File: src/rtl/mixer_pkg.sv
package mixer_pkg;

    // Quadrant of a binary angle, taken from its two top bits
    typedef enum logic [1:0] {
        QUAD_I   = 2'b00,
        QUAD_II  = 2'b01,
        QUAD_III = 2'b10,
        QUAD_IV  = 2'b11
    } quad_e;

    // atan(2^-idx) expressed with 2^32 units per full turn
    function automatic logic [31:0] atan_turn32(input int idx);
        logic [31:0] a;
        case (idx)
            0:  a = 32'h2000_0000;
            1:  a = 32'h12E4_051E;
            2:  a = 32'h09FB_385B;
            3:  a = 32'h0511_11D4;
            4:  a = 32'h028B_0D43;
            5:  a = 32'h0145_D7E1;
            6:  a = 32'h00A2_F61E;
            7:  a = 32'h0051_7C55;
            8:  a = 32'h0028_BE53;
            9:  a = 32'h0014_5F2F;
            10: a = 32'h000A_2F98;
            11: a = 32'h0005_17CC;
            12: a = 32'h0002_8BE6;
            13: a = 32'h0001_45F3;
            14: a = 32'h0000_A2FA;
            15: a = 32'h0000_517D;
            default: a = 32'h0000_0000;
        endcase
        return a;
    endfunction

endpackage

File: src/rtl/nco_accum.sv
module nco_accum #(
    parameter int PH_W = 32
) (
    input  logic            clk,
    input  logic            rst_n,
    input  logic [PH_W-1:0] step,
    output logic [PH_W-1:0] phase
);

    always_ff @(posedge clk or negedge rst_n) begin
        if (!rst_n) begin
            phase <= '0;
        end else begin
            phase <= phase + step;
        end
    end

endmodule

File: src/rtl/quad_fold.sv
module quad_fold
    import mixer_pkg::*;
#(
    parameter int SAMPLE_W = 16,
    parameter int DW       = 18,
    parameter int PH_W     = 32
) (
    input  logic signed [SAMPLE_W-1:0] sample,
    input  logic        [PH_W-1:0]     phase,
    output logic signed [DW-1:0]       x0,
    output logic signed [PH_W-1:0]     z0
);

    localparam int GUARD = DW - SAMPLE_W;

    logic signed [DW-1:0] ext;
    quad_e                quad;

    assign ext  = {{GUARD{sample[SAMPLE_W-1]}}, sample};
    assign quad = quad_e'(phase[PH_W-1 -: 2]);

    // Angles beyond +-90 deg: negate the vector and take half a turn off
    always_comb begin
        unique case (quad)
            QUAD_I, QUAD_IV: begin
                x0 = ext;
                z0 = phase;
            end
            QUAD_II, QUAD_III: begin
                x0 = -ext;
                z0 = {~phase[PH_W-1], phase[PH_W-2:0]};
            end
            default: begin
                x0 = ext;
                z0 = phase;
            end
        endcase
    end

endmodule

File: src/rtl/cordic_stage.sv
module cordic_stage
    import mixer_pkg::*;
#(
    parameter int DW   = 18,
    parameter int PH_W = 32,
    parameter int IDX  = 0
) (
    input  logic                   clk,
    input  logic                   rst_n,
    input  logic                   v_i,
    input  logic signed [DW-1:0]   x_i,
    input  logic signed [DW-1:0]   y_i,
    input  logic signed [PH_W-1:0] z_i,
    output logic                   v_o,
    output logic signed [DW-1:0]   x_o,
    output logic signed [DW-1:0]   y_o,
    output logic signed [PH_W-1:0] z_o
);

    localparam logic [31:0]     ANG32 = atan_turn32(IDX);
    localparam logic [PH_W-1:0] ANG   = ANG32[31 -: PH_W];

    logic signed [DW-1:0] x_sh;
    logic signed [DW-1:0] y_sh;
    logic                 ccw;

    assign x_sh = x_i >>> IDX;
    assign y_sh = y_i >>> IDX;
    assign ccw  = ~z_i[PH_W-1];

    always_ff @(posedge clk or negedge rst_n) begin
        if (!rst_n) begin
            v_o <= 1'b0;
            x_o <= '0;
            y_o <= '0;
            z_o <= '0;
        end else begin
            v_o <= v_i;
            if (ccw) begin
                x_o <= x_i - y_sh;
                y_o <= y_i + x_sh;
                z_o <= z_i - ANG;
            end else begin
                x_o <= x_i + y_sh;
                y_o <= y_i - x_sh;
                z_o <= z_i + ANG;
            end
        end
    end

endmodule

File: src/rtl/cordic_mixer.sv
module cordic_mixer
    import mixer_pkg::*;
#(
    parameter int SAMPLE_W = 16,
    parameter int GUARD    = 2,
    parameter int PH_W     = 32,
    parameter int STAGES   = 16
) (
    input  logic                               clk,
    input  logic                               rst_n,
    input  logic [PH_W-1:0]                    tune_word,
    input  logic                               in_valid,
    input  logic signed [SAMPLE_W-1:0]         in_sample,
    output logic                               out_valid,
    output logic signed [SAMPLE_W+GUARD-1:0]   out_i,
    output logic signed [SAMPLE_W+GUARD-1:0]   out_q
);

    localparam int DW = SAMPLE_W + GUARD;

    logic [PH_W-1:0]        phase_q;
    logic                   vp [0:STAGES];
    logic signed [DW-1:0]   xp [0:STAGES];
    logic signed [DW-1:0]   yp [0:STAGES];
    logic signed [PH_W-1:0] zp [0:STAGES];
    logic                   unused_resid;

    nco_accum #(.PH_W(PH_W)) u_nco (
        .clk   (clk),
        .rst_n (rst_n),
        .step  (tune_word),
        .phase (phase_q)
    );

    quad_fold #(.SAMPLE_W(SAMPLE_W), .DW(DW), .PH_W(PH_W)) u_fold (
        .sample (in_sample),
        .phase  (phase_q),
        .x0     (xp[0]),
        .z0     (zp[0])
    );

    assign vp[0] = in_valid;
    assign yp[0] = '0;

    for (genvar g = 0; g < STAGES; g++) begin : g_stage
        cordic_stage #(.DW(DW), .PH_W(PH_W), .IDX(g)) u_stage (
            .clk   (clk),
            .rst_n (rst_n),
            .v_i   (vp[g]),
            .x_i   (xp[g]),
            .y_i   (yp[g]),
            .z_i   (zp[g]),
            .v_o   (vp[g+1]),
            .x_o   (xp[g+1]),
            .y_o   (yp[g+1]),
            .z_o   (zp[g+1])
        );
    end

    assign out_valid    = vp[STAGES];
    assign out_i        = xp[STAGES];
    assign out_q        = yp[STAGES];
    assign unused_resid = ^zp[STAGES];

endmodule

File: config.mk
export PLATFORM = sky130hd
export DESIGN_NAME = cordic_mixer
export DESIGN_NICKNAME = d
export VERILOG_FILES = /design/src/rtl/mixer_pkg.sv /design/src/rtl/nco_accum.sv /design/src/rtl/quad_fold.sv /design/src/rtl/cordic_stage.sv /design/src/rtl/cordic_mixer.sv
export SDC_FILE = /design/constraint.sdc
export NUM_CORES = 2
export LEC_CHECK = 0
export ABC_AREA = 1
export ABC_CLOCK_PERIOD_IN_PS = 3700
export BUFFER_PORTS_ARGS = -buffer_cell sky130_fd_sc_hd__buf_2
export CAP_MARGIN = 20
export CORE_AREA = 5 5 341 677
export CTS_CLUSTER_SIZE = 14
export DETAILED_ROUTE_END_ITERATION = 8
export DIE_AREA = 0 0 346 682
export GPL_TIMING_DRIVEN = 1
export SLEW_MARGIN = 20
export SYNTH_ARGS = -nofsm -noshare
export SYNTH_HDL_FRONTEND = slang
export SYNTH_SLANG_ARGS = --single-unit
File: constraint.sdc
create_clock -name clk -period 3.7 [get_ports clk]
set_input_delay 0.185 -clock clk [delete_from_list [all_inputs] [get_ports clk]]
set_output_delay 0.185 -clock clk [all_outputs]
set_load 0.01 [all_outputs]
* After elaboration in Yosys (flattened, before gate mapping) *
Index checks and enable logic that the tools add are counted.

cells by class
  $add $sub $neg = 93
  multiply operators = 0
  divide/modulo/power cells = 0
  order comparisons = 0
  eq/ne operators = 3
  shift-type cells = 0
  multiplexer cells = 48
  bitwise gates (word level) = 1
  reduce and logical (&&, ||, !) cells = 3

operators by type and width
  kind              number
  $mux W18          31
  $mux W32          15
  $pmux W32 S2      1
  $add A18 B10 Y18  2
  $add A18 B11 Y18  2
  $add A18 B12 Y18  2
  $add A18 B13 Y18  2
  $add A18 B14 Y18  2
  $add A18 B15 Y18  2
  $add A18 B16 Y18  2
  $add A18 B17 Y18  2
  $add A18 B3 Y18   2
  $add A18 B4 Y18   2
  $add A18 B5 Y18   2
  $add A18 B6 Y18   2
  $add A18 B7 Y18   2
  $add A18 B8 Y18   2
  $add A18 B9 Y18   2
  $pmux W18 S2      1
  $sub A18 B10 Y18  2
  $sub A18 B11 Y18  2
  $sub A18 B12 Y18  2
  $sub A18 B13 Y18  2
  $sub A18 B14 Y18  2
  other kinds (48)  60

storage, ports and cells
  flip-flop bits (word level) = 1104
  bits in latches = 0
  bits in writable memories = 0
  ROM bits = 0
  input bits = 51
  output and inout bits = 37
  word-level logic and storage cells = 212
  memories = 0

* Logic depth before layout (Yosys ltp) *
  depth after elaboration = 5
  mapped depth = 20
  depth with buffers taken out = 20

* By module *
A second synthesis with hierarchy kept.

unflattened totals
  cell total of the unflattened synthesis = 16092
  area, all modules = 105617.5 sq um

modules (own cells, without submodules)
  module                              instances  cells each  area each (sq um)  sequential area each (sq um)
  cordic_stage (g_stage[1].u_stage)   1          1029        6735.2             1726.7
  cordic_stage (g_stage[2].u_stage)   1          1027        6705.2             1726.7
  cordic_stage (g_stage[3].u_stage)   1          1022        6661.4             1726.7
  cordic_stage (g_stage[4].u_stage)   1          1020        6646.4             1726.7
  cordic_stage (g_stage[5].u_stage)   1          1019        6580.1             1726.7
  cordic_stage (g_stage[9].u_stage)   1          999         6542.5             1726.7
  cordic_stage (g_stage[8].u_stage)   1          1013        6541.3             1726.7
  cordic_stage (g_stage[6].u_stage)   1          997         6512.5             1726.7
  cordic_stage (g_stage[13].u_stage)  1          995         6443.7             1726.7
  cordic_stage (g_stage[12].u_stage)  1          976         6436.2             1726.7
  cordic_stage (g_stage[7].u_stage)   1          982         6411.1             1726.7
  cordic_stage (g_stage[11].u_stage)  1          968         6256.0             1726.7
  cordic_stage (g_stage[10].u_stage)  1          953         6251.0             1726.7
  cordic_stage (g_stage[14].u_stage)  1          918         6143.4             1726.7
  +5 rows                             --         --          --                 --

* Worst setup path before layout *
OpenSTA, ideal clock, no wires.

  path type = reg2reg
  start point = reg g_stage[1].u_stage.z_o[31]
  end point = reg g_stage[2].u_stage.x_o[13]
  setup time = 0.125 ns
  arrival = 3.326 ns
  data required time = 3.575 ns
  path slack = 0.249 ns
  stages on the path, launching flop included = 16
  buffers on the path = 3
  period minus slack after synthesis = 3.451 ns
  cells stage by stage = dfrtp_1 clkbuf_1 inv_1 clkbuf_1 clkbuf_1 o21ai_0 ha_1 nand3_1 nand2_1 a21boi_0 o21bai_1 nand2_1 nand3_1 nand2_1 nand2_1 xor2_1

on the way
  longest elaborated chain between the ends = 1

ends and longest elaborated chain
  what                    line                source
  start, declared         cordic_stage.sv:17  output logic signed [PH_W-1:0] z_o
  start signal, assigned  cordic_stage.sv:42  z_o <= z_i - ANG;
  start signal, assigned  cordic_stage.sv:46  z_o <= z_i + ANG;
  $mux W18                cordic_stage.sv:39  if (ccw) begin
  end signal, assigned    cordic_stage.sv:40  x_o <= x_i - y_sh;
  end signal, assigned    cordic_stage.sv:44  x_o <= x_i + y_sh;
  end, declared           cordic_stage.sv:15  output logic signed [DW-1:0] x_o,

Every way passes these cells.

* Worst setup path in the final report *
  start point = reg g_stage[0].u_stage.y_o[1]
  end point = reg g_stage[1].u_stage.x_o[13]

on the way
  longest elaborated chain between the ends = 2
  elaborated cells between the ends (all ways) = 3
  those cells by class = add/sub (2); mux (1)

ends and longest elaborated chain
  what                                                         line                                    source
  start, declared                                              cordic_stage.sv:16                      output logic signed [DW-1:0] y_o,
  start signal, assigned                                       cordic_stage.sv:41                      y_o <= y_i + x_sh;
  start signal, assigned                                       cordic_stage.sv:45                      y_o <= y_i - x_sh;
  $sub A18 B17 Y18 / $add A18 B17 Y18 (equally long branches)  cordic_stage.sv:40, cordic_stage.sv:44
  $mux W18 (*)                                                 cordic_stage.sv:39
  end signal, assigned                                         cordic_stage.sv:40
  end signal, assigned                                         cordic_stage.sv:44
  end, declared                                                cordic_stage.sv:15

Mark *: on every way between the ends. The rest lies on a longest branch, timed or not.

==> run summary <==
RUN STATUS
---------------------------------------------------------------------------------
Result of the run                                                    complete, no violations

DRT
---------------------------------------------------------------------------------
Total length of routed met2 wires                                       175600 um
Total via count after detailed routing                                     74.34k
Wirelength, routed                                                      288400 um
Highest signal layer in the routed design                                    met4
Violation count after the first detailed-routing iteration                   2767
Wirelength per Cell                                                      20.59 um
Post-route antenna net violation count                                          0
DR pass1 iterations                                                             9
Met1 wire length                                                         68170 um
Drt drc                                                                         0
Via density per instance                                                    5.308
Met3 WL post-DR                                                           6703 um

DIE
---------------------------------------------------------------------------------
Overall die width                                                          346 um
Starting utilization of the core area                                      36.76%
Site row count                                                                246
Floorplan die area                                                    236000 um^2
Die outline height                                                         682 um
Area of the placeable core                                            224700 um^2
Count of pins on the block boundary                                            88

STA
---------------------------------------------------------------------------------
Time the final worst path needs with I/O delays and setup                3.551 ns
Fin Hold WS                                                            0.05375 ns
Highest attainable clock frequency                                     0.2816 GHz
Total setup violations reported at the end of the flow                          0
RSZ-0062 raised after global routing                                           no
Final sum of negative setup slack                                            0 ns
Number of pins exceeding their max-slew limit in the final report               0
Worst slew margin                                                          33.26%
Transition at the pin with the smallest max-transition slack            0.9906 ns
Final hold violation count                                                      0
Tcrit/Tclk final                                                           95.96%
Largest clock skew in the final design                                 0.04970 ns

CLOCKING
---------------------------------------------------------------------------------
CTS root buffer                                                      sky130_fd_sc_hd__clkbuf_16
Maximum level of the CTS H-tree                                                 3
TritonCTS sink count                                                         1071
Number of buffers created by CTS                                              112
Later-pin clock latency in the skew report                                0.79 ns
CTS tree                                                                     done
CTS clk-pin slew, worst paths                                             0.07 ns
Buffer depth of the longest clock path                                          3

PLACED DESIGN
---------------------------------------------------------------------------------
Final estimated routing congestion in global placement                      1.011
HPWL after DPL                                                          242000 um
Count of buffers from port buffering                                           87

LOGIC SYNTHESIS
---------------------------------------------------------------------------------
Combined area of all synthesized cells                                 82600 um^2
Synth warn                                                                      0
Gate Count Post-Synth                                                      10.53k
Mean area per synthesized cell                                         7.844 um^2
Flop and latch count out of synthesis                                        1071
Syn nets                                                                   11.65k
Leading register cell type out of synthesis                          sky130_fd_sc_hd__dfrtp_1
Cell types occupying the most area after synthesis                   sky130_fd_sc_hd__dfrtp_1 32%, sky130_fd_sc_hd__ha_1 15%, sky130_fd_sc_hd__nand2_1 9.9%
Async S/R FF share, synth                                                  100.0%
Cell variety after synth                                                       52
Synth top area share                                                       32.44%
Number of enable-type register cells in the synthesized netlist                 0
Sequential element share of the synthesized area                           32.44%
Library cell occupying the most area in the post-synthesis netlist   sky130_fd_sc_hd__dfrtp_1

WORST SETUP PATH
---------------------------------------------------------------------------------
Largest fanout on the critical path                                             4
CP max stage cell                                                    sky130_fd_sc_hd__dfrtp_1
CP cell instances                                                    inv_1 > ha_1 > nand4_1 > nor3_1 > buf_4 > nor2_1 > xor2_1 > ha_1 > a21oi_1 > o2111ai_1 > buf_4 > nand2_1 > nand2_1 > xor2_1
Critical path class                                                    reg -> reg
Worst setup EP type                                                      register
Worst path arrival time                                                   4.19 ns
Element type at the critical path start                                  register
Worst endpoint required time                                              4.34 ns
Crit-path max cell delay                                                  0.43 ns

GLOBAL ROUTING
---------------------------------------------------------------------------------
Maximum number of pins on one net before global-route repair                  128
Number of antenna violations at the first check in global routing               2
Number of global-route vias before repair                                  81.10k
Congestion Overflow GR                                                          0
First-pass GRT wire length                                              430300 um
Global-route total usage across every layer                                23.67%

LAYOUT
---------------------------------------------------------------------------------
FF/Latch Area                                                          26800 um^2
Number of nets at the end of the flow                                      12.04k
Layout-stage area growth over the synthesis result                         12.51%
Filler Cells Inserted                                                      22.86k
Area of the multi-input gates                                          51210 um^2
Ratio of cells with drive above 1 in the final layout                      4.688%

MIN PATH
---------------------------------------------------------------------------------
Worst min-delay path category                                         in -> async

FLOW RUN
---------------------------------------------------------------------------------
Total of max-cap violations                                                     0

flip-flops by register name, indices dropped and copies added, names as in the netlist:
signal	flops
g_stage.u_stage.v_o	16
g_stage.u_stage.x_o	287
g_stage.u_stage.y_o	288
g_stage.u_stage.z_o	448
u_nco.phase	32
final timing paths:
check	start	end	slack [ns]	cells past startpoint
min in group clk	in_valid	g_stage[0].u_stage.v_o	0.10	2
min	rst_n	g_stage[11].u_stage.z_o[17]	0.05	2
max in group asynchronous	rst_n	g_stage[0].u_stage.x_o[6]	2.43	3
min reg2reg	g_stage[14].u_stage.v_o	g_stage[15].u_stage.v_o	0.34	0
max reg2reg	g_stage[0].u_stage.y_o[1]	g_stage[1].u_stage.x_o[13]	0.15	14
max	g_stage[0].u_stage.y_o[1]	g_stage[1].u_stage.x_o[13]	0.15	14
layer usage:
metal	GRT usage, %	vias up
met3	2.392	1301
met1	13.78	35220
met2	53.16	1773
met5	0	-
met4	25.14	0
li1	-	36040
worst max-delay path, delay by kind of cell (launching register included):
kind                     cells  cell delay (ns)
AO/OA/AOI/OAI                2             0.85
AND/OR/NAND/NOR              5             0.70
buffers and inverters        3             0.60
adder cells (fa/ha/maj)      2             0.53
flip-flops                   1             0.43
XOR/XNOR                     2             0.30
per-stage QoR:
step | util (%) | worst slack [ns] | cell area, um^2 | cells
2_1_floorplan | - | 0.2493 | 82600 | 10530
3_3_place_gp | 39.22 | 0.1880 | 88130 | 13730
5_1_grt | 41.36 | 0.009787 | 92940 | 14010
3_5_place_dp | 39.22 | 0.1947 | 88130 | 13730
4_1_cts | 41.35 | 0.1686 | 92920 | 14000
6_report | 41.36 | 0.1494 | 92940 | 14010
cell usage after synthesis, types with 103 or more instances:
cell and n:
sky130_fd_sc_hd__o21ai_0 571, sky130_fd_sc_hd__nor3_1 173, sky130_fd_sc_hd__xor2_1 830, sky130_fd_sc_hd__ha_1 1019
sky130_fd_sc_hd__nor2_1 980, sky130_fd_sc_hd__a21o_1 146, sky130_fd_sc_hd__nand4_1 103, sky130_fd_sc_hd__nand3_1 484
sky130_fd_sc_hd__a21oi_1 989, sky130_fd_sc_hd__xnor2_1 229, sky130_fd_sc_hd__dfrtp_1 1071, sky130_fd_sc_hd__inv_1 1172
sky130_fd_sc_hd__nand2_1 2168
layout by cell type, fill, tap and decap left out, drive strengths merged, types with 15 or more instances in the layout:
| master | Yosys | layout |
|---|---|---|
| a211oi | 19 | 19 |
| a21boi | 15 | 15 |
| a21o | 146 | 146 |
| a21oi | 989 | 989 |
| a221oi | 17 | 17 |
| a31oi | 101 | 101 |
| buf | 4 | 267 |
| bufinv | 0 | 22 |
| clkbuf | 43 | 151 |
| clkinv | 0 | 22 |
| dfrtp | 1071 | 1071 |
| dlygate4sd3 | 0 | 64 |
| fa | 45 | 45 |
| ha | 1019 | 1019 |
| inv | 1178 | 1184 |
| nand2 | 2178 | 2178 |
| nand3 | 488 | 488 |
| nand3b | 31 | 31 |
| nand4 | 103 | 103 |
| nor2 | 985 | 985 |
| nor3 | 173 | 173 |
| nor4 | 33 | 33 |
| o211ai | 18 | 18 |
| o21a | 66 | 66 |
| o21ai | 595 | 595 |
| o21bai | 74 | 74 |
| o31ai | 22 | 22 |
| or2 | 17 | 17 |
| xnor2 | 229 | 229 |
| xor2 | 830 | 830 |
cells by family after synthesis:
group / count (synthesis) / synth area share (%)
adders and majority gates: 1064 / 16.53
buffers and inverters: 1225 / 5.591
xor gates and xnor gates: 1059 / 11.23
AOI/OAI and AO/OA: 2100 / 14.26
DFF: 1071 / 32.44
and+or+nand+nor: 4012 / 19.95
timing repair:
action                     CTS  global route
setup endpoints to repair    0             4
hold endpoints to repair   319             0
resized for setup            0             4
buffers inserted             0             0
hold buffers                64             0
cell type report:
cell class | instances | area share, %
Inverter | 1178 | 4.758
Sequential cell | 1071 | 28.84
Clock inverter | 62 | 1.027
Clock buffer | 151 | 3.434
Timing Repair Buffer | 331 | 2.838
Antenna cell | 1 | 0.002693
Tap cell | 2976 | 4.006
Multi-Input combinational cell | 8235 | 55.10
Power is left out: the tool's default activity adds up to more than one toggle a clock period on the data nets, which glitch-free logic cannot reach.
